## src/rtl/lcd_raster_pkg.sv

```systemverilog
package lcd_raster_pkg;
  parameter int FLD_W      = 11;
  parameter int UNIT_SHIFT = 4;
  parameter int DIV_W      = 8;
  parameter int ADDR_W     = 4;
  parameter int DATA_W     = 32;
  parameter int NBARS      = 8;

  localparam int HCNT_W = FLD_W + UNIT_SHIFT + 2;
  localparam int VCNT_W = FLD_W + 2;
  localparam int XPOS_W = FLD_W + UNIT_SHIFT;
  localparam int IDX_W  = $clog2(NBARS);

  localparam logic [ADDR_W-1:0] A_MODE = 4'h0;
  localparam logic [ADDR_W-1:0] A_BG   = 4'h1;
  localparam logic [ADDR_W-1:0] A_SIZE = 4'h2;
  localparam logic [ADDR_W-1:0] A_HPAR = 4'h3;
  localparam logic [ADDR_W-1:0] A_VPAR = 4'h4;
  localparam logic [ADDR_W-1:0] A_POL  = 4'h5;
  localparam logic [ADDR_W-1:0] A_DIV  = 4'h6;
  localparam logic [ADDR_W-1:0] A_STAT = 4'h7;
  localparam logic [ADDR_W-1:0] A_MASK = 4'h8;
  localparam logic [ADDR_W-1:0] A_UPD  = 4'h9;

  localparam int PW_LSB     = 11;
  localparam int BP_LSB     = 22;
  localparam int HEIGHT_LSB = 16;
  localparam int UNDRUN_BIT = 1;
  localparam int RELOAD_BIT = 30;

  typedef enum logic [1:0] {
    MODE_OFF    = 2'd0,
    MODE_NORMAL = 2'd1,
    MODE_TEST   = 2'd2,
    MODE_BARS   = 2'd3
  } mode_e;

  typedef struct packed {
    mode_e             mode;
    logic [23:0]       bg;
    logic [FLD_W-1:0]  width_u;
    logic [FLD_W-1:0]  height;
    logic [FLD_W-1:0]  hpw;
    logic [FLD_W-1:0]  hbp;
    logic [FLD_W-1:0]  hfp;
    logic [FLD_W-1:0]  vpw;
    logic [FLD_W-1:0]  vbp;
    logic [FLD_W-1:0]  vfp;
    logic              pol_h;
    logic              pol_v;
    logic [DIV_W-1:0]  div;
  } cfg_t;

  function automatic logic [23:0] bar_colour(input logic [IDX_W-1:0] idx);
    case (idx)
      3'd0:    bar_colour = 24'hFFFFFF;
      3'd1:    bar_colour = 24'hFFFF00;
      3'd2:    bar_colour = 24'h00FFFF;
      3'd3:    bar_colour = 24'h00FF00;
      3'd4:    bar_colour = 24'hFF00FF;
      3'd5:    bar_colour = 24'hFF0000;
      3'd6:    bar_colour = 24'h0000FF;
      default: bar_colour = 24'h000000;
    endcase
  endfunction
endpackage

```

## src/rtl/lcd_raster_regs.sv

```systemverilog
module lcd_raster_regs
  import lcd_raster_pkg::*;
(
  input  logic              clk_i,
  input  logic              rst_ni,
  input  logic              wr_en_i,
  input  logic [ADDR_W-1:0] wr_addr_i,
  input  logic [DATA_W-1:0] wr_data_i,
  input  logic              frame_start_i,
  input  logic              underrun_i,
  output cfg_t              cfg_o,
  output logic              irq_o
);
  cfg_t shadow_q, cfg_q;
  logic pend_q, stat_q, mask_q;
  logic wr_reload, wr_clear;
  logic unused_wdata;

  assign unused_wdata = ^wr_data_i;
  assign wr_reload = wr_en_i && (wr_addr_i == A_UPD)  && wr_data_i[RELOAD_BIT];
  assign wr_clear  = wr_en_i && (wr_addr_i == A_STAT) && wr_data_i[UNDRUN_BIT];

  always_ff @(posedge clk_i or negedge rst_ni) begin
    if (!rst_ni) begin
      shadow_q <= '0;
    end else if (wr_en_i) begin
      case (wr_addr_i)
        A_MODE: shadow_q.mode <= mode_e'(wr_data_i[1:0]);
        A_BG:   shadow_q.bg   <= wr_data_i[23:0];
        A_SIZE: begin
          shadow_q.height  <= wr_data_i[HEIGHT_LSB +: FLD_W];
          shadow_q.width_u <= wr_data_i[0 +: FLD_W];
        end
        A_HPAR: begin
          shadow_q.hbp <= FLD_W'(wr_data_i[DATA_W-1:BP_LSB]);
          shadow_q.hpw <= wr_data_i[PW_LSB +: FLD_W];
          shadow_q.hfp <= wr_data_i[0 +: FLD_W];
        end
        A_VPAR: begin
          shadow_q.vbp <= FLD_W'(wr_data_i[DATA_W-1:BP_LSB]);
          shadow_q.vpw <= wr_data_i[PW_LSB +: FLD_W];
          shadow_q.vfp <= wr_data_i[0 +: FLD_W];
        end
        A_POL: begin
          shadow_q.pol_h <= wr_data_i[0];
          shadow_q.pol_v <= wr_data_i[1];
        end
        A_DIV:  shadow_q.div <= wr_data_i[DIV_W-1:0];
        default: ;
      endcase
    end
  end

  // live copy follows shadow only on a requested frame wrap
  always_ff @(posedge clk_i or negedge rst_ni) begin
    if (!rst_ni) begin
      cfg_q  <= '0;
      pend_q <= 1'b0;
    end else begin
      if (pend_q && frame_start_i) cfg_q <= shadow_q;
      pend_q <= (pend_q && !frame_start_i) || wr_reload;
    end
  end

  always_ff @(posedge clk_i or negedge rst_ni) begin
    if (!rst_ni) begin
      stat_q <= 1'b0;
      mask_q <= 1'b1;
    end else begin
      stat_q <= underrun_i || (stat_q && !wr_clear);
      if (wr_en_i && wr_addr_i == A_MASK) mask_q <= wr_data_i[UNDRUN_BIT];
    end
  end

  assign cfg_o = cfg_q;
  assign irq_o = stat_q && !mask_q;

  p_cfg_held_r10: assert property (@(posedge clk_i) disable iff (!rst_ni)
    !(pend_q && frame_start_i) |=> $stable(cfg_q));
  p_reload_once_r10: assert property (@(posedge clk_i) disable iff (!rst_ni)
    (pend_q && frame_start_i && !wr_reload) |=> !pend_q);
  p_underrun_set_r11: assert property (@(posedge clk_i) disable iff (!rst_ni)
    underrun_i |=> stat_q);
  p_status_hold_r12: assert property (@(posedge clk_i) disable iff (!rst_ni)
    (stat_q && !wr_clear) |=> stat_q);
endmodule

```

## src/rtl/lcd_raster_axis.sv

```systemverilog
module lcd_raster_axis
  import lcd_raster_pkg::*;
#(
  parameter int CNT_W = 17,
  parameter int POS_W = 15
) (
  input  logic             clk_i,
  input  logic             rst_ni,
  input  logic             step_i,
  input  logic [FLD_W-1:0] pw_i,
  input  logic [FLD_W-1:0] bp_i,
  input  logic [FLD_W-1:0] fp_i,
  input  logic [CNT_W-1:0] act_i,
  output logic             last_o,
  output logic             sync_o,
  output logic             act_o,
  output logic [POS_W-1:0] pos_o
);
  logic [CNT_W-1:0] cnt_q, tot, last_val, act_start;

  assign act_start = CNT_W'(pw_i) + CNT_W'(bp_i);
  assign tot       = act_start + act_i + CNT_W'(fp_i);
  assign last_val  = (tot == '0) ? '0 : tot - CNT_W'(1);
  assign last_o    = cnt_q >= last_val;

  always_ff @(posedge clk_i or negedge rst_ni) begin
    if (!rst_ni)     cnt_q <= '0;
    else if (step_i) cnt_q <= last_o ? '0 : cnt_q + CNT_W'(1);
  end

  // order: sync, back porch, active, front porch
  assign sync_o = cnt_q < CNT_W'(pw_i);
  assign act_o  = (cnt_q >= act_start) && (cnt_q < act_start + act_i);
  assign pos_o  = act_o ? POS_W'(cnt_q - act_start) : '0;

  // R2 for the line counter, R3 for the frame counter
  p_cnt_in_range_r2: assert property (@(posedge clk_i) disable iff (!rst_ni)
    cnt_q <= last_val);
endmodule

```

## src/rtl/lcd_raster_pixel.sv

```systemverilog
module lcd_raster_pixel
  import lcd_raster_pkg::*;
(
  input  mode_e             mode_i,
  input  logic [23:0]       bg_i,
  input  logic [FLD_W-1:0]  width_u_i,
  input  logic              de_i,
  input  logic [XPOS_W-1:0] x_i,
  input  logic [7:0]        y_lo_i,
  input  logic              pix_valid_i,
  input  logic [23:0]       pix_rgb_i,
  output logic [23:0]       rgb_o
);
  logic [XPOS_W-1:0] thr [NBARS];
  logic [IDX_W-1:0]  idx;

  // bar k starts at k * (active width / NBARS)
  for (genvar g = 0; g < NBARS; g++) begin : g_thr
    assign thr[g] = XPOS_W'(g) * XPOS_W'({width_u_i, 1'b0});
  end

  always_comb begin
    idx = '0;
    for (int k = 1; k < NBARS; k++)
      if (x_i >= thr[k]) idx = idx + IDX_W'(1);
  end

  always_comb begin
    rgb_o = '0;
    if (de_i) begin
      case (mode_i)
        MODE_NORMAL: rgb_o = pix_valid_i ? pix_rgb_i : bg_i;
        MODE_TEST:   rgb_o = {x_i[7:0], y_lo_i, x_i[7:0] ^ y_lo_i};
        MODE_BARS:   rgb_o = bar_colour(idx);
        default:     rgb_o = '0;
      endcase
    end
  end
endmodule

```

## src/rtl/lcd_raster_gen.sv

```systemverilog
module lcd_raster_gen
  import lcd_raster_pkg::*;
(
  input  logic              clk_i,
  input  logic              rst_ni,
  input  logic              wr_en_i,
  input  logic [3:0]        wr_addr_i,
  input  logic [31:0]       wr_data_i,
  input  logic              pix_valid_i,
  input  logic [23:0]       pix_rgb_i,
  output logic              pix_en_o,
  output logic              hsync_o,
  output logic              vsync_o,
  output logic              de_o,
  output logic [14:0]       x_o,
  output logic [10:0]       y_o,
  output logic [23:0]       rgb_o,
  output logic              irq_o
);
  cfg_t              cfg;
  logic [DIV_W-1:0]  dcnt_q;
  logic              pix_en, frame_start, underrun, on;
  logic              h_last, h_sync, h_act, v_last, v_sync, v_act;
  logic [XPOS_W-1:0] h_pos;
  logic [FLD_W-1:0]  v_pos;

  lcd_raster_regs u_regs (
    .clk_i, .rst_ni, .wr_en_i, .wr_addr_i, .wr_data_i,
    .frame_start_i (frame_start),
    .underrun_i    (underrun),
    .cfg_o         (cfg),
    .irq_o
  );

  always_ff @(posedge clk_i or negedge rst_ni) begin
    if (!rst_ni) dcnt_q <= '0;
    else         dcnt_q <= pix_en ? '0 : dcnt_q + DIV_W'(1);
  end
  assign pix_en = dcnt_q >= cfg.div;

  lcd_raster_axis #(.CNT_W(HCNT_W), .POS_W(XPOS_W)) u_haxis (
    .clk_i, .rst_ni,
    .step_i (pix_en),
    .pw_i   (cfg.hpw), .bp_i (cfg.hbp), .fp_i (cfg.hfp),
    .act_i  (HCNT_W'({cfg.width_u, {UNIT_SHIFT{1'b0}}})),
    .last_o (h_last), .sync_o (h_sync), .act_o (h_act), .pos_o (h_pos)
  );

  lcd_raster_axis #(.CNT_W(VCNT_W), .POS_W(FLD_W)) u_vaxis (
    .clk_i, .rst_ni,
    .step_i (pix_en && h_last),
    .pw_i   (cfg.vpw), .bp_i (cfg.vbp), .fp_i (cfg.vfp),
    .act_i  (VCNT_W'(cfg.height)),
    .last_o (v_last), .sync_o (v_sync), .act_o (v_act), .pos_o (v_pos)
  );

  assign frame_start = pix_en && h_last && v_last;
  assign on          = cfg.mode != MODE_OFF;
  assign de_o        = on && h_act && v_act;
  assign hsync_o     = (on && h_sync) ^ cfg.pol_h;
  assign vsync_o     = (on && v_sync) ^ cfg.pol_v;
  assign x_o         = de_o ? h_pos : '0;
  assign y_o         = de_o ? v_pos : '0;
  assign pix_en_o    = pix_en;
  assign underrun    = pix_en && de_o && (cfg.mode == MODE_NORMAL) && !pix_valid_i;

  lcd_raster_pixel u_pixel (
    .mode_i      (cfg.mode),
    .bg_i        (cfg.bg),
    .width_u_i   (cfg.width_u),
    .de_i        (de_o),
    .x_i         (x_o),
    .y_lo_i      (y_o[7:0]),
    .pix_valid_i,
    .pix_rgb_i,
    .rgb_o
  );

  p_tick_gap_r1: assert property (@(posedge clk_i) disable iff (!rst_ni)
    (pix_en_o && cfg.div != '0 && !frame_start) |=> !pix_en_o);
  p_de_outside_sync_r4: assert property (@(posedge clk_i) disable iff (!rst_ni)
    de_o |-> (hsync_o == cfg.pol_h && vsync_o == cfg.pol_v));
  p_off_quiet_r6: assert property (@(posedge clk_i) disable iff (!rst_ni)
    (cfg.mode == MODE_OFF) |-> (hsync_o == cfg.pol_h && vsync_o == cfg.pol_v && !de_o));
  p_blank_black_r7: assert property (@(posedge clk_i) disable iff (!rst_ni)
    !de_o |-> (rgb_o == '0 && x_o == '0 && y_o == '0));
endmodule

```

## config.mk

```make
export PLATFORM = sky130hd
export DESIGN_NAME = lcd_raster_gen
export DESIGN_NICKNAME = d
export VERILOG_FILES = /design/src/rtl/lcd_raster_pkg.sv /design/src/rtl/lcd_raster_regs.sv /design/src/rtl/lcd_raster_axis.sv /design/src/rtl/lcd_raster_pixel.sv /design/src/rtl/lcd_raster_gen.sv
export SDC_FILE = /design/constraint.sdc
export NUM_CORES = 1
export LEC_CHECK = 0
export ABC_AREA = 1
export CAP_MARGIN = 20
export CORE_MARGIN = 1.5
export CORE_UTILIZATION = 25
export DETAILED_ROUTE_END_ITERATION = 8
export GPL_TIMING_DRIVEN = 0
export PLACE_DENSITY = 0.43
export REMOVE_ABC_BUFFERS = 1
export SLEW_MARGIN = 20
export SYNTH_ARGS = -nofsm -noshare
export SYNTH_HDL_FRONTEND = slang
export SYNTH_HIERARCHICAL = 1
export SYNTH_SLANG_ARGS = --single-unit
```

## constraint.sdc

```tcl
create_clock -name clk_i -period 14.7 [get_ports clk_i]
set_clock_uncertainty 0.05 [all_clocks]
set_input_delay 2.94 -clock clk_i [delete_from_list [all_inputs] [get_ports clk_i]]
set_output_delay 2.94 -clock clk_i [all_outputs]
set_load 0.01 [all_outputs]
```

# Word-level counts from Yosys, hierarchy flattened
# Cells that the tools add are included.
[word_totals] regBits=285 in_bits=64 out_inout_bits=55 wordCells=150
[classes] addsub=19 multipliers=4 n_lt_le_gt_ge=16 n_eq_ne=18 mux=20 bitwise_logic=3 reduce_logical=38
[op_table] op="24-bit one-hot mux with 7 select lines" count=1
[op_table] op="24-bit one-hot mux with 3 select lines" count=1
[op_table] op="24-bit two-way mux" count=2
[op_table] op="15-bit greater-or-equal comparator" count=3
[op_table] op="17-bit two-way mux" count=2
[op_table] op="15-bit by 14-bit greater-or-equal comparator with 1-bit output" count=2
[op_table] op="15-bit two-way mux" count=2
[op_table] op="3-bit by 11-bit multiplier with 14-bit output (first input constant)" count=2
[op_table] op="2-bit by 11-bit multiplier with 13-bit output (first input constant)" count=2
[op_table] op="13-bit two-way mux" count=2
[op_table] op="11-bit by 10-bit adder with 12-bit output" count=2
[op_table] op="11-bit two-way mux" count=2
[op_table] op="1-bit logical AND" count=20
[op_table] op="3-bit two-way mux" count=6
[op_table] op="17-bit by 1-bit adder with 17-bit output (second input constant)" count=1
[op_table] op="17-bit by 11-bit adder with 17-bit output" count=1
[op_table] op="17-bit by 15-bit adder with 17-bit output" count=1
[op_table] op="17-bit by 12-bit greater-or-equal comparator with 1-bit output" count=1
[op_table] op="17-bit greater-or-equal comparator" count=1
[op_table] op="17-bit zero test" count=1
[op_table] op="17-bit by 11-bit < comparator with 1-bit output" count=1
[op_table] op="17-bit < comparator" count=1
[op_table] op="17-bit by 1-bit subtractor with 17-bit output (second input constant)" count=1
[op_table] op="4-bit by 3-bit equality test with 1-bit output (second input constant)" count=4
[op_table] op="35 further kinds" count=56

# Logic depth before layout (Yosys ltp)
# Gate-level depths: netlist of run 1.
[depth] depth_word=25 depth_mapped=69 mapped_depth_nobuf=68

# Hierarchy
# Netlist of run 1, hierarchy kept.
[modules_own_cells] mod="lcd_raster_regs" n_inst=1 cells_per_inst=1097 area_per_inst_um2=9765.6 seq_area_each_um2=6182.2
[modules_own_cells] mod="lcd_raster_axis (u_haxis)" n_inst=1 cells_per_inst=826 area_per_inst_um2=5126.2 seq_area_each_um2=425.4
[modules_own_cells] mod="lcd_raster_pixel" n_inst=1 cells_per_inst=712 area_per_inst_um2=4586.9 seq_area_each_um2=0.0
[modules_own_cells] mod="lcd_raster_axis (u_vaxis)" n_inst=1 cells_per_inst=675 area_per_inst_um2=4204.0 seq_area_each_um2=325.3
[modules_own_cells] mod="lcd_raster_gen" n_inst=1 cells_per_inst=140 area_per_inst_um2=857.1 seq_area_each_um2=200.2

# Worst setup path after synthesis of run 1
# OpenSTA, ideal clock, no wires.
[synth_timing] kind="reg-to-output" start="register u_regs.cfg_q, in the netlist u_regs/cfg_o[65]" end="output port rgb_o[10]" arrival_time_ps=9367 required_time_ps=11710 setup_slack_ps=2343 stages_incl_launch_ff=67 n_path_buf=1 cell_sequence="dfrtp_1 > ha_1 > fa_1 > nand3_1 > nand2_1 > nand2_1 > nand2_1 > a21oi_1 > o21ai_0 > nand2_1 > nand2_1 > a21oi_1 > xor2_1 > inv_1 > ha_1 > nand2_1 > nor2_1 > and3_1 > [31 not listed] > ha_1 > or2_2 > nand2_1 > inv_1 > ha_1 > nand2_1 > nand2_1 > ha_1 > or2_1 > and2_1 > ha_1 > nand2_1 > xor2_1 > xor2_1 > inv_1 > nand2_1 > nand3_2 > a21oi_1"
[synth_between] elab_chain_cells=25
[synth_lines] item="start, declared" line_no="lcd_raster_regs.sv:14" rtl="cfg_t shadow_q, cfg_q;"
[synth_lines] item="start signal, assigned" line_no="lcd_raster_regs.sv:60" rtl="if (pend_q && frame_start_i) cfg_q <= shadow_q;"
[synth_lines] item="11-bit by 10-bit adder with 12-bit output *" line_no="lcd_raster_axis.sv:21" rtl="assign act_start = CNT_W'(pw_i) + CNT_W'(bp_i);"
[synth_lines] item="17-bit by 15-bit adder with 17-bit output" line_no="lcd_raster_axis.sv:33" rtl="assign act_o = (cnt_q >= act_start) && (cnt_q < act_start + act_i);"
[synth_lines] item="17-bit < comparator" line_no="lcd_raster_axis.sv:33"
[synth_lines] item="1-bit logical AND *" line_no="lcd_raster_axis.sv:33"
[synth_lines] item="named net h_act" line_no="lcd_raster_gen.sv:23" rtl="logic h_last, h_sync, h_act, v_last, v_sync, v_act;"
[synth_lines] item="1-bit logical AND (2 in series)" line_no="lcd_raster_gen.sv:59" rtl="assign de_o = on && h_act && v_act;"
[synth_lines] item="15-bit two-way mux *" line_no="lcd_raster_gen.sv:62" rtl="assign x_o = de_o ? h_pos : '0;"
[synth_lines] item="named net x_o[2]" line_no="lcd_raster_gen.sv:15" rtl="output logic [14:0] x_o,"
[synth_lines] item="[10 not listed]"
[synth_lines] item="3-bit by 1-bit adder with 3-bit output" line_no="lcd_raster_pixel.sv:25" rtl="if (x_i >= thr[k]) idx = idx + IDX_W'(1);"
[synth_lines] item="3-bit two-way mux" line_no="lcd_raster_pixel.sv:25"
[synth_lines] item="3-bit by 1-bit adder with 3-bit output" line_no="lcd_raster_pixel.sv:25"
[synth_lines] item="3-bit two-way mux *" line_no="lcd_raster_pixel.sv:25"
[synth_lines] item="3-bit equality test (tied with other cells)" line_no="lcd_raster_pkg.sv:55" rtl="case (idx)"
[synth_lines] item="24-bit one-hot mux with 7 select lines *" line_no="lcd_raster_pkg.sv:55"
[synth_lines] item="24-bit one-hot mux with 3 select lines *" line_no="lcd_raster_pixel.sv:31" rtl="case (mode_i)"
[synth_lines] item="24-bit two-way mux *" line_no="lcd_raster_pixel.sv:30" rtl="if (de_i) begin"
[synth_lines] item="end, declared" line_no="lcd_raster_gen.sv:17" rtl="output logic [23:0] rgb_o,"
# Mark *: on every way through the listed nets, which the timed path passes. The rest lies on a longest branch.

# Final worst setup path of run 1
[layout_timing] start="register u_regs.cfg_q, in the netlist u_regs/cfg_o[65]" end="output port rgb_o[17]"
[layout_between] elab_chain_cells=25
[layout_lines] item="11-bit by 10-bit adder with 12-bit output *" line_no="lcd_raster_axis.sv:21"
[layout_lines] item="17-bit by 15-bit adder with 17-bit output" line_no="lcd_raster_axis.sv:33"
[layout_lines] item="17-bit < comparator" line_no="lcd_raster_axis.sv:33"
[layout_lines] item="1-bit logical AND *" line_no="lcd_raster_axis.sv:33"
[layout_lines] item="named net h_act" line_no="lcd_raster_gen.sv:23"
[layout_lines] item="1-bit logical AND (2 in series)" line_no="lcd_raster_gen.sv:59"
[layout_lines] item="15-bit two-way mux" line_no="lcd_raster_gen.sv:62"
[layout_lines] item="15-bit by 12-bit greater-or-equal comparator with 1-bit output" line_no="lcd_raster_pixel.sv:25"
[layout_lines] item="[9 not listed]"
[layout_lines] item="3-bit by 1-bit adder with 3-bit output" line_no="lcd_raster_pixel.sv:25"
[layout_lines] item="3-bit two-way mux" line_no="lcd_raster_pixel.sv:25"
[layout_lines] item="3-bit by 1-bit adder with 3-bit output" line_no="lcd_raster_pixel.sv:25"
[layout_lines] item="3-bit two-way mux" line_no="lcd_raster_pixel.sv:25"
[layout_lines] item="3-bit equality test (tied with other cells)" line_no="lcd_raster_pkg.sv:55"
[layout_lines] item="24-bit one-hot mux with 7 select lines" line_no="lcd_raster_pkg.sv:55"
[layout_lines] item="24-bit one-hot mux with 3 select lines" line_no="lcd_raster_pixel.sv:31"
[layout_lines] item="24-bit two-way mux *" line_no="lcd_raster_pixel.sv:30"
# Marked as above.

==> results of run 1 <==
-- what timing repair did --
action	in CTS	in global routing
endpoints found under the setup margin	16	16
buffers inserted	3	8
hold buffers	0	0
gates cloned	1	0
resized for setup	13	28
pin swaps	3	4
-- area by class of cell --
cell class                 count  area (um2)  area share, %
multi-input combinational   2659       15600           54.2
sequential                   285        7140           24.8
timing repair buffer         151        1680           5.83
inverter                     426        1610           5.58
tap                         1276        1600           5.55
clock buffer                  51        1030           3.57
clock inverter                12         143          0.496
-- power by group --
part	total, uW	leakage (uW)	switching (uW)	internal (uW)
sequential	1070	0.00378	161	910
clock	891	0.000576	366	525
combinational	2410	0.0107	1510	898
total	4370	0.0151	2040	2330
-- per-stage QoR --
step	util, %	worst slack [ps]	power, uW
global route	29.6	-15.4	4800
detailed placement	28.3	-1450	3460
global placement	27.8	-9590	3430
finish	29.6	729	4370
floorplan	-	1820	2780
CTS	29.6	29.7	4420
-- sequential cells by signal (all words and copies together) (netlist names) --
| signal | flops |
|---|---|
| u_regs/cfg_o | 122 |
| u_regs/shadow_q | 122 |
| dcnt_q | 8 |
| u_vaxis/cnt_q | 13 |
| u_haxis/cnt_q | 17 |
| u_regs/pend_q | 1 |
| u_regs/mask_q | 1 |
| u_regs/stat_q | 1 |
-- cell families after synthesis --
family          count (synthesis)  share of synthesized area [%]
buf+inv                       519                           8.31
other cells                     2                         0.0306
flops                         285                           29.1
compound gates                361                           8.17
fa+ha+maj                     330                           17.5
xor+xnor                      118                           4.21
simple gates                 1835                           32.7
-- tightest hold or removal path, delay by kind of cell (launching register included) --
family / cells / cell delay, ps
flip-flops: 1 / 340
AND/OR/NAND/NOR: 2 / 90
-- how the worst min path moves through the flow --
stage                         start              endpoint  slack [ps]  depth (start not counted)
6_report            u_regs/cfg_o[3]       u_regs/cfg_o[3]         420                          2
5_1_grt        u_regs/shadow_q[119]  u_regs/shadow_q[119]         440                          2
4_1_cts             u_regs/cfg_o[3]       u_regs/cfg_o[3]         420                          2
3_5_place_dp   u_regs/shadow_q[119]  u_regs/shadow_q[119]         410                          2
3_3_place_gp    u_regs/shadow_q[66]   u_regs/shadow_q[66]         400                          2
2_1_floorplan     u_regs/cfg_o[100]     u_regs/cfg_o[100]         390                          2
-- Yosys cell counts (all sizes together) (2+ instances only) --
cell / instances
o221ai: 5
inv: 426
nand3b: 12
nor3b: 3
xnor2: 34
fa: 21
o21bai: 18
nor3: 22
a31oi: 12
clkbuf: 37
xor2: 84
conb: 2
nor4: 8
nand2: 1152
o311ai: 2
nand3: 276
nand4: 94
o31ai: 4
a31o: 3
ha: 309
a211oi: 7
nor2: 252
a21o: 7
or2: 8
o22ai: 10
o21ai: 81
a21oi: 199
dfrtp: 284
and2: 3
a21boi: 2
and3: 4
buf: 56
o211ai: 5
o21a: 3
-- per-layer routing --
| metal | vias up | part of all wire (%) | track usage (%) |
|---|---|---|---|
| li1 | 11437 | - | - |
| met2 | 295 | 48 | 29.3 |
| met5 | - | 0 | 0 |
| met1 | 10424 | 48 | 22.8 |
| met3 | 55 | 2.8 | 1.63 |
| met4 | 0 | 1.3 | 2.81 |
==> summary.md, run 1 <==
| Metric | Value |
|---|---|
| Total die area | `approximately 100000 um2` |
| Vias in the first global route | `21616` |
| Worst rel slew slack | `between 20% and 30%` |
| Antenna violations before repair | `0` |
| Class of the most critical setup path | `register to primary output` |
| Worst Hold Slack | `419 ps` |
| Cell type with the highest aggregate area in the netlist | `dfrtp_1` |
| Worst-case reg-to-reg path depth | `41` |
| Starting DRT DRC Count | `between 1000 and 1500` |
| Number of max-cap violations | `0` |
| Leakage dissipation | `0.0151 uW` |
| GRT Resource Usage Total | `16.8%` |
| Maximum frequency from static timing analysis | `slightly above 70 MHz` |
| Top-Level Pins | `119` |
| Remaining Overflow, GRT | `0` |
| CTS H-tree lvls | `2` |
| Most used cells in the layout excluding fill and tap cells | `nand2_1, inv_1, ha_1` |
| Stages on worst setup path | `62` |
| Count of input and output buffers | `118` |
| TritonCTS clock tree | `built` |
| Reg-to-reg setup timing slack | `between 5000 and 6000 ps` |
| Yosys reg bits | `285` |
| HPWL reported at the end of detailed placement | `64200 um` |
| Die outline width | `roughly 320 um` |
| Top area cells in the synthesized netlist | `dfrtp_1, nand2_1, ha_1` |
| Worst Max-Slew Pin Slew | `about 1100 ps` |
| Gate Count Post-Synth | `~3500` |
| Cell area after placement | `27400 um2` |
| Most instantiated flip-flop cell in the synthesis netlist | `dfrtp_1` |
| Power per Cell Area | `152 nW/um2` |
| Final std cell area, no fill | `28800 um2` |
| Count of non-filler cells in the finished layout | `4860` |
| Number of inserted filler cells in the final layout | `10694` |
| Drt pass-1 iters | `5` |
| Drt via density | `~4.6` |
| Final GP Congestion | `between 0.8 and 0.9` |
| Rows | `114` |
| Starting utilization of the core area | `approximately a quarter` |
| Worst-skew pair later-pin latency | `570 ps` |
| Max Transition Viols Final | `0` |
| Crit path launch type | `register` |
| Synth unique cells | `57` |
| Master cell of the clock root buffer | `clkbuf_16` |
| Pin count of the biggest net entering global routing | `84` |
| Required time worst endpoint | `11710 ps` |
| Fraction of post-synthesis cell area in the top cell type by area | `29.0%` |
| Critical path endpoint category | `primary output` |
| Delay contributed by the slowest stage of the critical path | `580 ps` |
| Share of the yosys chip area belonging to registers | `29.1%` |
| Final net count | `around 4000` |
| Final ANT Viol Nets | `0` |
| Most common cell after layout, fill and taps aside | `nand2_1` |
| Num CTS Buffers | `36` |
| Unrepaired setup endpoints after global routing | `yes` |
| Post-synthesis async set-or-reset flop share | `100%` |
| Final hold vios | `0` |
| DRC errors left | `0` |
| Worst setup path endpoint | `rgb_o[17]` |
| Vias post-DR | `around 22000` |
| # diodes | `0` |
| P&R area growth vs syn | `17.2%` |
| Share of the cycle needed by the critical path after routing | `95.0%` |
| Max rail drop VDD | `130 uV` |
| Cell total after placement | `4785` |
| Startpoint of the worst register-to-register path | `u_regs/cfg_o[65]` |
| Average wire per standard cell | `17.4 um` |
| Post-synth EDFFs | `0` |
| Clock transition at the registers of the reported paths | `60 ps` |
| Startpoint of the most critical setup path | `u_regs/cfg_o[65]` |
| Worst reg2reg endpoint | `u_regs/cfg_o[98]` |
| Dominant cell type by count on the critical path | `nand2_1` |
| Cell with the largest stage delay on the worst path | `clkdlybuf4s50_1` |
| Post-synth design cell area | `approximately 25000 um2` |
| Final setup violation count | `0` |
| Avg Cell Area, Syn | `7.11 um2` |
| Summed negative setup slack over all endpoints | `0 ps` |
| Number of sinks handled by clock tree synthesis | `285` |
| Maximum fanout along the worst path | `11` |
| Run status | `finished clean` |
| Number of buffers and inverters on the critical path | `9` |
| Maximum count of clock buffers along a single path | `3` |
| Final critical path time including I/O delays and setup | `13970 ps` |
| Vert. Die Dim | `316 um` |
| Core Footprint | `97000 um2` |
| Number of warnings issued by yosys | `6` |
| Family of cells with the greatest summed delay on the critical path | `simple AND/OR/NAND/NOR gates` |
| Final wirelength | `84600 um` |
| Class of the worst hold path | `register to register` |
| Worst endpoint data arrival time | `approximately 11000 ps` |
| Share of layout cells above drive strength 1 | `6.67%` |
| First-pass GRT wire length | `130000 um` |
No activity file was read; power rests on OpenSTA's default activity.
==> run 2, diff against run 1 <==
==> constraint.sdc (replaced) <==
create_clock -name clk_i -period 16.48 [get_ports clk_i]
set_clock_uncertainty 0.05 [all_clocks]
set_input_delay 3.296 -clock clk_i [delete_from_list [all_inputs] [get_ports clk_i]]
set_output_delay 3.296 -clock clk_i [all_outputs]
set_load 0.01 [all_outputs]
==> run 2 against run 1 <==
Against the previous run: register-to-register slack better by 1600 ps; worst setup slack better by 130 ps; first-iteration DRC count down 5.7%; non-clock buffer count down 9; critical path depth up 3; via count down 0.32%; routed wire length down 0.18%; global-route usage down 0.066 points; hold slack about the same; critical path type unchanged.
==> summary.md, run 2 (synthesis gave the netlist of run 1 again) <==
| Metric | Value |
|---|---|
| TritonCTS clock tree | `built` |
| Number of max-cap violations | `0 (unchanged)` |
| Number of inserted filler cells in the final layout | `10689 (-0.047%)` |
| Critical path endpoint category | `primary output` |
| Worst endpoint data arrival time | `12280 ps (+1300 ps)` |
| Worst Max-Slew Pin Slew | `1120 ps (+9.61 ps)` |
| Maximum fanout along the worst path | `14 (+3)` |
| CTS H-tree lvls | `2 (unchanged)` |
| Vias in the first global route | `21611 (-0.023%)` |
| Vert. Die Dim | `316 um (unchanged)` |
| First-pass GRT wire length | `129000 um (-0.29%)` |
| Core Footprint | `97000 um2 (unchanged)` |
| Vias post-DR | `22141 (-0.32%)` |
| Maximum frequency from static timing analysis | `64.0 MHz` |
| Family of cells with the greatest summed delay on the critical path | `simple AND/OR/NAND/NOR gates` |
| Antenna violations before repair | `0 (unchanged)` |
| Hold buffers post-CTS | `0 (unchanged)` |
| Final net count | `3944 (-0.23%)` |
| Starting utilization of the core area | `25.3% (unchanged)` |
| Total die area | `100000 um2 (unchanged)` |
| Reg-to-reg setup timing slack | `7440 ps (+1590 ps)` |
| Final setup violation count | `0 (unchanged)` |
| Run status | `finished clean` |
| P&R area growth vs syn | `16.7%` |
| WHS Endpoint | `u_regs/shadow_q[52]` |
| Cell total after placement | `4785 (unchanged)` |
| Worst reg2reg endpoint | `u_regs/cfg_o[106]` |
| Worst-case reg-to-reg path depth | `41 (unchanged)` |
| Number of buffers and inverters on the critical path | `8 (-1)` |
| Class of the worst hold path | `register to register` |
| # diodes | `0 (unchanged)` |
| Final total power | `3870 uW (-11%)` |
| Count of non-filler cells in the finished layout | `4851 (-0.19%)` |
| Max rail drop VDD | `116 uV (-11%)` |
| Startpoint of the most critical setup path | `u_regs/cfg_o[65]` |
| Drt pass-1 iters | `5 (unchanged)` |
| HPWL reported at the end of detailed placement | `64200 um (unchanged)` |
| DRC errors left | `0 (unchanged)` |
| Number of sinks handled by clock tree synthesis | `285 (unchanged)` |
| Hold Path Depth | `2 (unchanged)` |
| Rows | `114 (unchanged)` |
| Dominant cell type by count on the critical path | `nand2_1` |
| Remaining Overflow, GRT | `0 (unchanged)` |
| GRT Resource Usage Total | `16.8% (-0.066 points)` |
| Starting DRT DRC Count | `1329 (-5.7%)` |
| Final hold vios | `0 (unchanged)` |
| Final critical path time including I/O delays and setup | `15620 ps` |
| Num CTS Buffers | `36 (unchanged)` |
| Top-Level Pins | `119 (unchanged)` |
| Worst rel slew slack | `24.7% (-0.64 points)` |
| Pin count of the biggest net entering global routing | `84 (unchanged)` |
| Hold wc startpoint | `u_regs/shadow_q[52]` |
| Class of the most critical setup path | `register to primary output` |
| Drt via density | `4.56 (-0.13%)` |
| Final wirelength | `84400 um (-0.18%)` |
| Cell with the largest stage delay on the worst path | `nor2_2` |
| Most used cells in the layout excluding fill and tap cells | `nand2_1, inv_1, ha_1` |
| Power per Cell Area | `135 nW/um2 (-11%)` |
| Master cell of the clock root buffer | `clkbuf_16` |
| Max Transition Viols Final | `0 (unchanged)` |
| Util after Layout | `29.5% (-0.11 points)` |
| Count of input and output buffers | `118 (unchanged)` |
| Final ANT Viol Nets | `0 (unchanged)` |
| Die outline width | `316 um (unchanged)` |
| Share of layout cells above drive strength 1 | `5.87% (-0.79 points)` |
| Share of the cycle needed by the critical path after routing | `94.8%` |
| Startpoint of the worst register-to-register path | `u_regs/cfg_o[65]` |
| Delay contributed by the slowest stage of the critical path | `660 ps (+80 ps)` |
| Most common cell after layout, fill and taps aside | `nand2_1` |
| Clock transition at the registers of the reported paths | `60 ps (about the same)` |
| Crit path launch type | `register` |
| Required time worst endpoint | `13130 ps (+1420 ps)` |
| Final GP Congestion | `0.832 (unchanged)` |
| Worst-skew pair later-pin latency | `560 ps (about the same)` |
| Average wire per standard cell | `17.4 um (about the same)` |
| Leakage dissipation | `0.0150 uW (-0.36%)` |
| Maximum count of clock buffers along a single path | `3 (unchanged)` |
## run 2: cell types whose count changed in the layout (fill, tap and decap cells not counted), sizes merged
cell / previous run / this run
buf: 35 / 26
clkinvlp: 2 / 1
clkdlybuf4s50: 108 / 116
inv: 427 / 428
clkbuf: 59 / 51
## run 2: timing repair
action | in CTS | in global routing
pin swaps | 1 | 1
setup buffers | 2 | 0
setup endpoints to repair | 16 | 8
resized for setup | 2 | 3
cloned | 0 | 1
## run 2: report_power, final
group | internal [uW] | leakage [uW] | total, uW | switching (uW)
logic | 793 | 0.0107 | 2120 | 1330
clock network | 469 | 0.000576 | 794 | 326
registers | 812 | 0.00378 | 955 | 143
total | 2070 | 0.0150 | 3870 | 1790
## run 2: per-layer routing
layer,track usage [%],vias to the layer above,routed length [um]
met5,0,-,0
met4,3.01,0,1160
met3,1.53,62,2380
met2,29.1,288,40700
met1,22.8,10381,40200
li1,-,11410,-
## run 2: worst reg2reg max path, delay by kind of cell, from the launching register on
kind | cells | cell delay [ps]
simple gates | 26 | 4350
buf+inv | 3 | 560
xor+xnor | 2 | 720
compound gates | 5 | 1380
fa+ha+maj | 5 | 1500
flops | 1 | 400
## run 2: layout make-up
class | instances | area (um2) | share of cell area (%)
Inverter | 426 | 1600 | 5.59
Clock inverter | 12 | 143 | 0.498
Timing Repair Buffer | 142 | 1650 | 5.75
Multi-Input combinational cell | 2659 | 15500 | 54.1
Clock buffer | 51 | 1030 | 3.59
Tap cell | 1276 | 1600 | 5.57
Sequential cell | 285 | 7140 | 24.9
## run 2: worst max path at each step
stage	end	cells after the start	slack, ps
2_1_floorplan	rgb_o[10]	65	3480
3_3_place_gp	u_regs/cfg_o[112]	42	-7810
3_5_place_dp	rgb_o[8]	64	-20
4_1_cts	rgb_o[9]	67	370
5_1_grt	rgb_o[11]	67	-30
6_report	rgb_o[9]	65	860
## run 2: through the flow
stage	worst slack [ps]	hold WS, ps	area (um2)	TNS, ps
after floorplan	3480	387	24100	0
after global placement	-7810	404	26900	-1396180
after detailed placement	-21.3	409	27400	-75.1
after CTS	369	423	28600	0
after global routing	-33.2	435	28600	-39.6
final	857	419	28600	0
==> run 3, diff against run 2 <==
--- a/config.mk
+++ b/config.mk
@@ -13,7 +13,7 @@
 export GPL_TIMING_DRIVEN = 0
 export PLACE_DENSITY = 0.43
 export REMOVE_ABC_BUFFERS = 1
-export SLEW_MARGIN = 20
+export SLEW_MARGIN = 15
 export SYNTH_ARGS = -nofsm -noshare
 export SYNTH_HDL_FRONTEND = slang
 export SYNTH_HIERARCHICAL = 1
==> run 3 against run 2 <==
Against the previous run: cell count barely moved; maximum frequency rose by 0.88%; register-to-register slack improved by 170 ps; sequential cell count did not move; global-route usage barely moved; non-clock buffer count fell by 1; hold slack got worse by 1.2 ps; first-iteration DRC count rose by 1.4%; clock-buffer cell count rose by 5; critical path type unchanged; critical endpoint unchanged; largest cell class unchanged; largest power group unchanged; highest routed layer unchanged.
==> summary.md, run 3 (synthesis gave the netlist of run 1 again) <==
| Metric | Value |
|---|---|
| Worst Max-Slew Pin Slew | `1080 ps (-44.6 ps)` |
| Family of cells with the greatest summed delay on the critical path | `simple AND/OR/NAND/NOR gates` |
| Class of the most critical setup path | `register to primary output` |
| Maximum frequency from static timing analysis | `64.6 MHz (+0.88%)` |
| Maximum fanout along the worst path | `14 (unchanged)` |
| Worst rel slew slack | `27.7% (+3.0 points)` |
| Worst endpoint data arrival time | `12140 ps (-140 ps)` |
| Cell area after placement | `27400 um2 (about the same)` |
| Max Transition Viols Final | `0 (unchanged)` |
| Final critical path time including I/O delays and setup | `15490 ps (-137 ps)` |
| Dominant cell type by count on the critical path | `nand2_1` |
| Rows | `114 (unchanged)` |
| Final GP Congestion | `0.832 (unchanged)` |
| Final setup violation count | `0 (unchanged)` |
| Power per Cell Area | `135 nW/um2 (-0.24%)` |
| Max rail drop VDD | `109 uV (-6.1%)` |
| Starting DRT DRC Count | `1347 (+1.4%)` |
| Vias post-DR | `22102 (-0.18%)` |
| Number of buffers and inverters on the critical path | `9 (+1)` |
| Leakage dissipation | `0.0150 uW (about the same)` |
| Share of the cycle needed by the critical path after routing | `94.0% (-0.83 points)` |
| Crit path launch type | `register` |
| Cell with the largest stage delay on the worst path | `clkdlybuf4s50_1` |
| Run status | `finished clean` |
| Share of layout cells above drive strength 1 | `5.93% (+0.051 points)` |
| Number of max-cap violations | `0 (unchanged)` |
| Reg-to-reg setup timing slack | `7610 ps (+170 ps)` |
| Required time worst endpoint | `13130 ps (about the same)` |
| Core Footprint | `97000 um2 (unchanged)` |
| Top-Level Pins | `119 (unchanged)` |
| Met3 track demand over resource in global routing | `1.79% (+0.26 points)` |
| Final net count | `3944 (unchanged)` |
| # diodes | `0 (unchanged)` |
| Cell total after placement | `4784 (-0.021%)` |
| Count of non-filler cells in the finished layout | `4854 (+0.062%)` |
| Vias in the first global route | `21620 (+0.042%)` |
| Met1 track demand over resource in global routing | `22.7% (-0.073 points)` |
| Num CTS Buffers | `37 (+2.8%)` |
| Most common cell after layout, fill and taps aside | `nand2_1` |
| Final std cell area, no fill | `28700 um2 (about the same)` |
| Final ANT Viol Nets | `0 (unchanged)` |
| Die outline width | `316 um (unchanged)` |
| Average wire per standard cell | `17.4 um (-0.18%)` |
| Maximum count of clock buffers along a single path | `3 (unchanged)` |
| TritonCTS clock tree | `built` |
| Drt pass-1 iters | `7 (+2)` |
| Unrepaired setup endpoints after global routing | `no` |
| Most used cells in the layout excluding fill and tap cells | `nand2_1, inv_1, ha_1` |
| Number of sinks handled by clock tree synthesis | `285 (unchanged)` |
| Hold buffers post-CTS | `0 (unchanged)` |
| Met2 layer usage reported by global route | `28.8% (-0.32 points)` |
| CTS H-tree lvls | `2 (unchanged)` |
| Class of the worst hold path | `register to register` |
| Final wirelength | `84300 um (-0.12%)` |
| Count of input and output buffers | `118 (unchanged)` |
| Vert. Die Dim | `316 um (unchanged)` |
| Worst setup slack after placement | `-53.6 ps (-32.3 ps)` |
| Util after Layout | `29.5% (about the same)` |
| Pin count of the biggest net entering global routing | `97 (+15%)` |
| Drt via density | `4.55 (-0.24%)` |
| First-pass GRT wire length | `130000 um (+0.19%)` |
| DRC errors left | `0 (unchanged)` |
| Master cell of the clock root buffer | `clkbuf_16` |
| Final hold vios | `0 (unchanged)` |
| Delay contributed by the slowest stage of the critical path | `590 ps (-70 ps)` |
| Worst-skew pair later-pin latency | `560 ps (about the same)` |
| P&R area growth vs syn | `16.8% (about the same)` |
| Antenna violations before repair | `0 (unchanged)` |
| Clock transition at the registers of the reported paths | `60 ps (about the same)` |
| HPWL reported at the end of detailed placement | `64100 um (-0.20%)` |
| Starting utilization of the core area | `25.3% (unchanged)` |
| Number of inserted filler cells in the final layout | `10697 (+0.075%)` |
| Critical path endpoint category | `primary output` |
| GRT Resource Usage Total | `16.8% (+0.048 points)` |
| Final critical-path setup slack | `994 ps (+137 ps)` |
| Most utilized layer in the global route result | `met2` |
| Total die area | `100000 um2 (unchanged)` |
| Remaining Overflow, GRT | `0 (unchanged)` |
-- run 3: cell types whose count changed in the layout (fill, tap and decap cells not counted), sizes merged --
cell / before / now
buf: 26 / 25
bufinv: 2 / 0
clkbuf: 51 / 56
clkinv: 7 / 8
clkinvlp: 1 / 2
inv: 428 / 427
-- run 3: final timing paths --
path	start	to	cells after the start
min	u_regs/cfg_o[3]	u_regs/cfg_o[3]	2
min in group asynchronous	rst_ni	u_vaxis/cnt_q[7]	1
max reg2reg	u_regs/cfg_o[65]	u_regs/cfg_o[102]	42
min reg2reg	u_regs/cfg_o[3]	u_regs/cfg_o[3]	2
max	u_regs/cfg_o[65]	rgb_o[9]	67
max in group asynchronous	rst_ni	u_regs/shadow_q[56]	3
-- run 3: worst reg2reg max path: cells and delay by family, from the launching register on --
kind,cells,cell delay [ps]
adders and majority gates,5,1500
DFF,1,390
AOI/OAI and AO/OA,5,1370
buffers and inverters,4,720
and+or+nand+nor,26,3980
xor gates and xnor gates,2,760
-- run 3: power breakdown --
group,leakage (uW),internal [uW],total (uW),switching (uW)
clock,0.000583,466,788,322
sequential,0.00378,812,952,140
combinational,0.0107,792,2120,1330
total,0.0150,2070,3860,1790
-- run 3: layer usage --
layer  part of all wire [%]  up-vias  wire length [um]
met3                    3.0       79              2530
met4                    2.1        0              1760
met1                     47    10304             39900
met2                     48      302             40200
li1                       -    11417                 -
met5                      0        -                 0
-- run 3: area by class of cell --
class	instances	area, um2	area share (%)
multi-input combinational	2659	15500	54.1
clock inverter	11	75.1	0.262
inverter	426	1600	5.59
tap	1276	1600	5.57
sequential	285	7140	24.9
timing repair buffer	141	1640	5.74
clock buffer	56	1110	3.87
-- run 3: timing repair --
action | CTS | global route
pin swaps | 1 | 1
endpoints found under the hold margin | 0 | 0
setup buffers | 2 | 0
endpoints found under the setup margin | 16 | 8
gates resized for setup | 2 | 4
gates cloned | 0 | 1
-- run 3: per-stage QoR --
stage	hold WS [ps]	setup TNS [ps]	power, uW
after floorplan	387	0	2480
after global placement	404	-1396180	3060
after detailed placement	408	-306	3090
after CTS	422	0	3920
after global routing	438	0	4260
final	418	0	3860
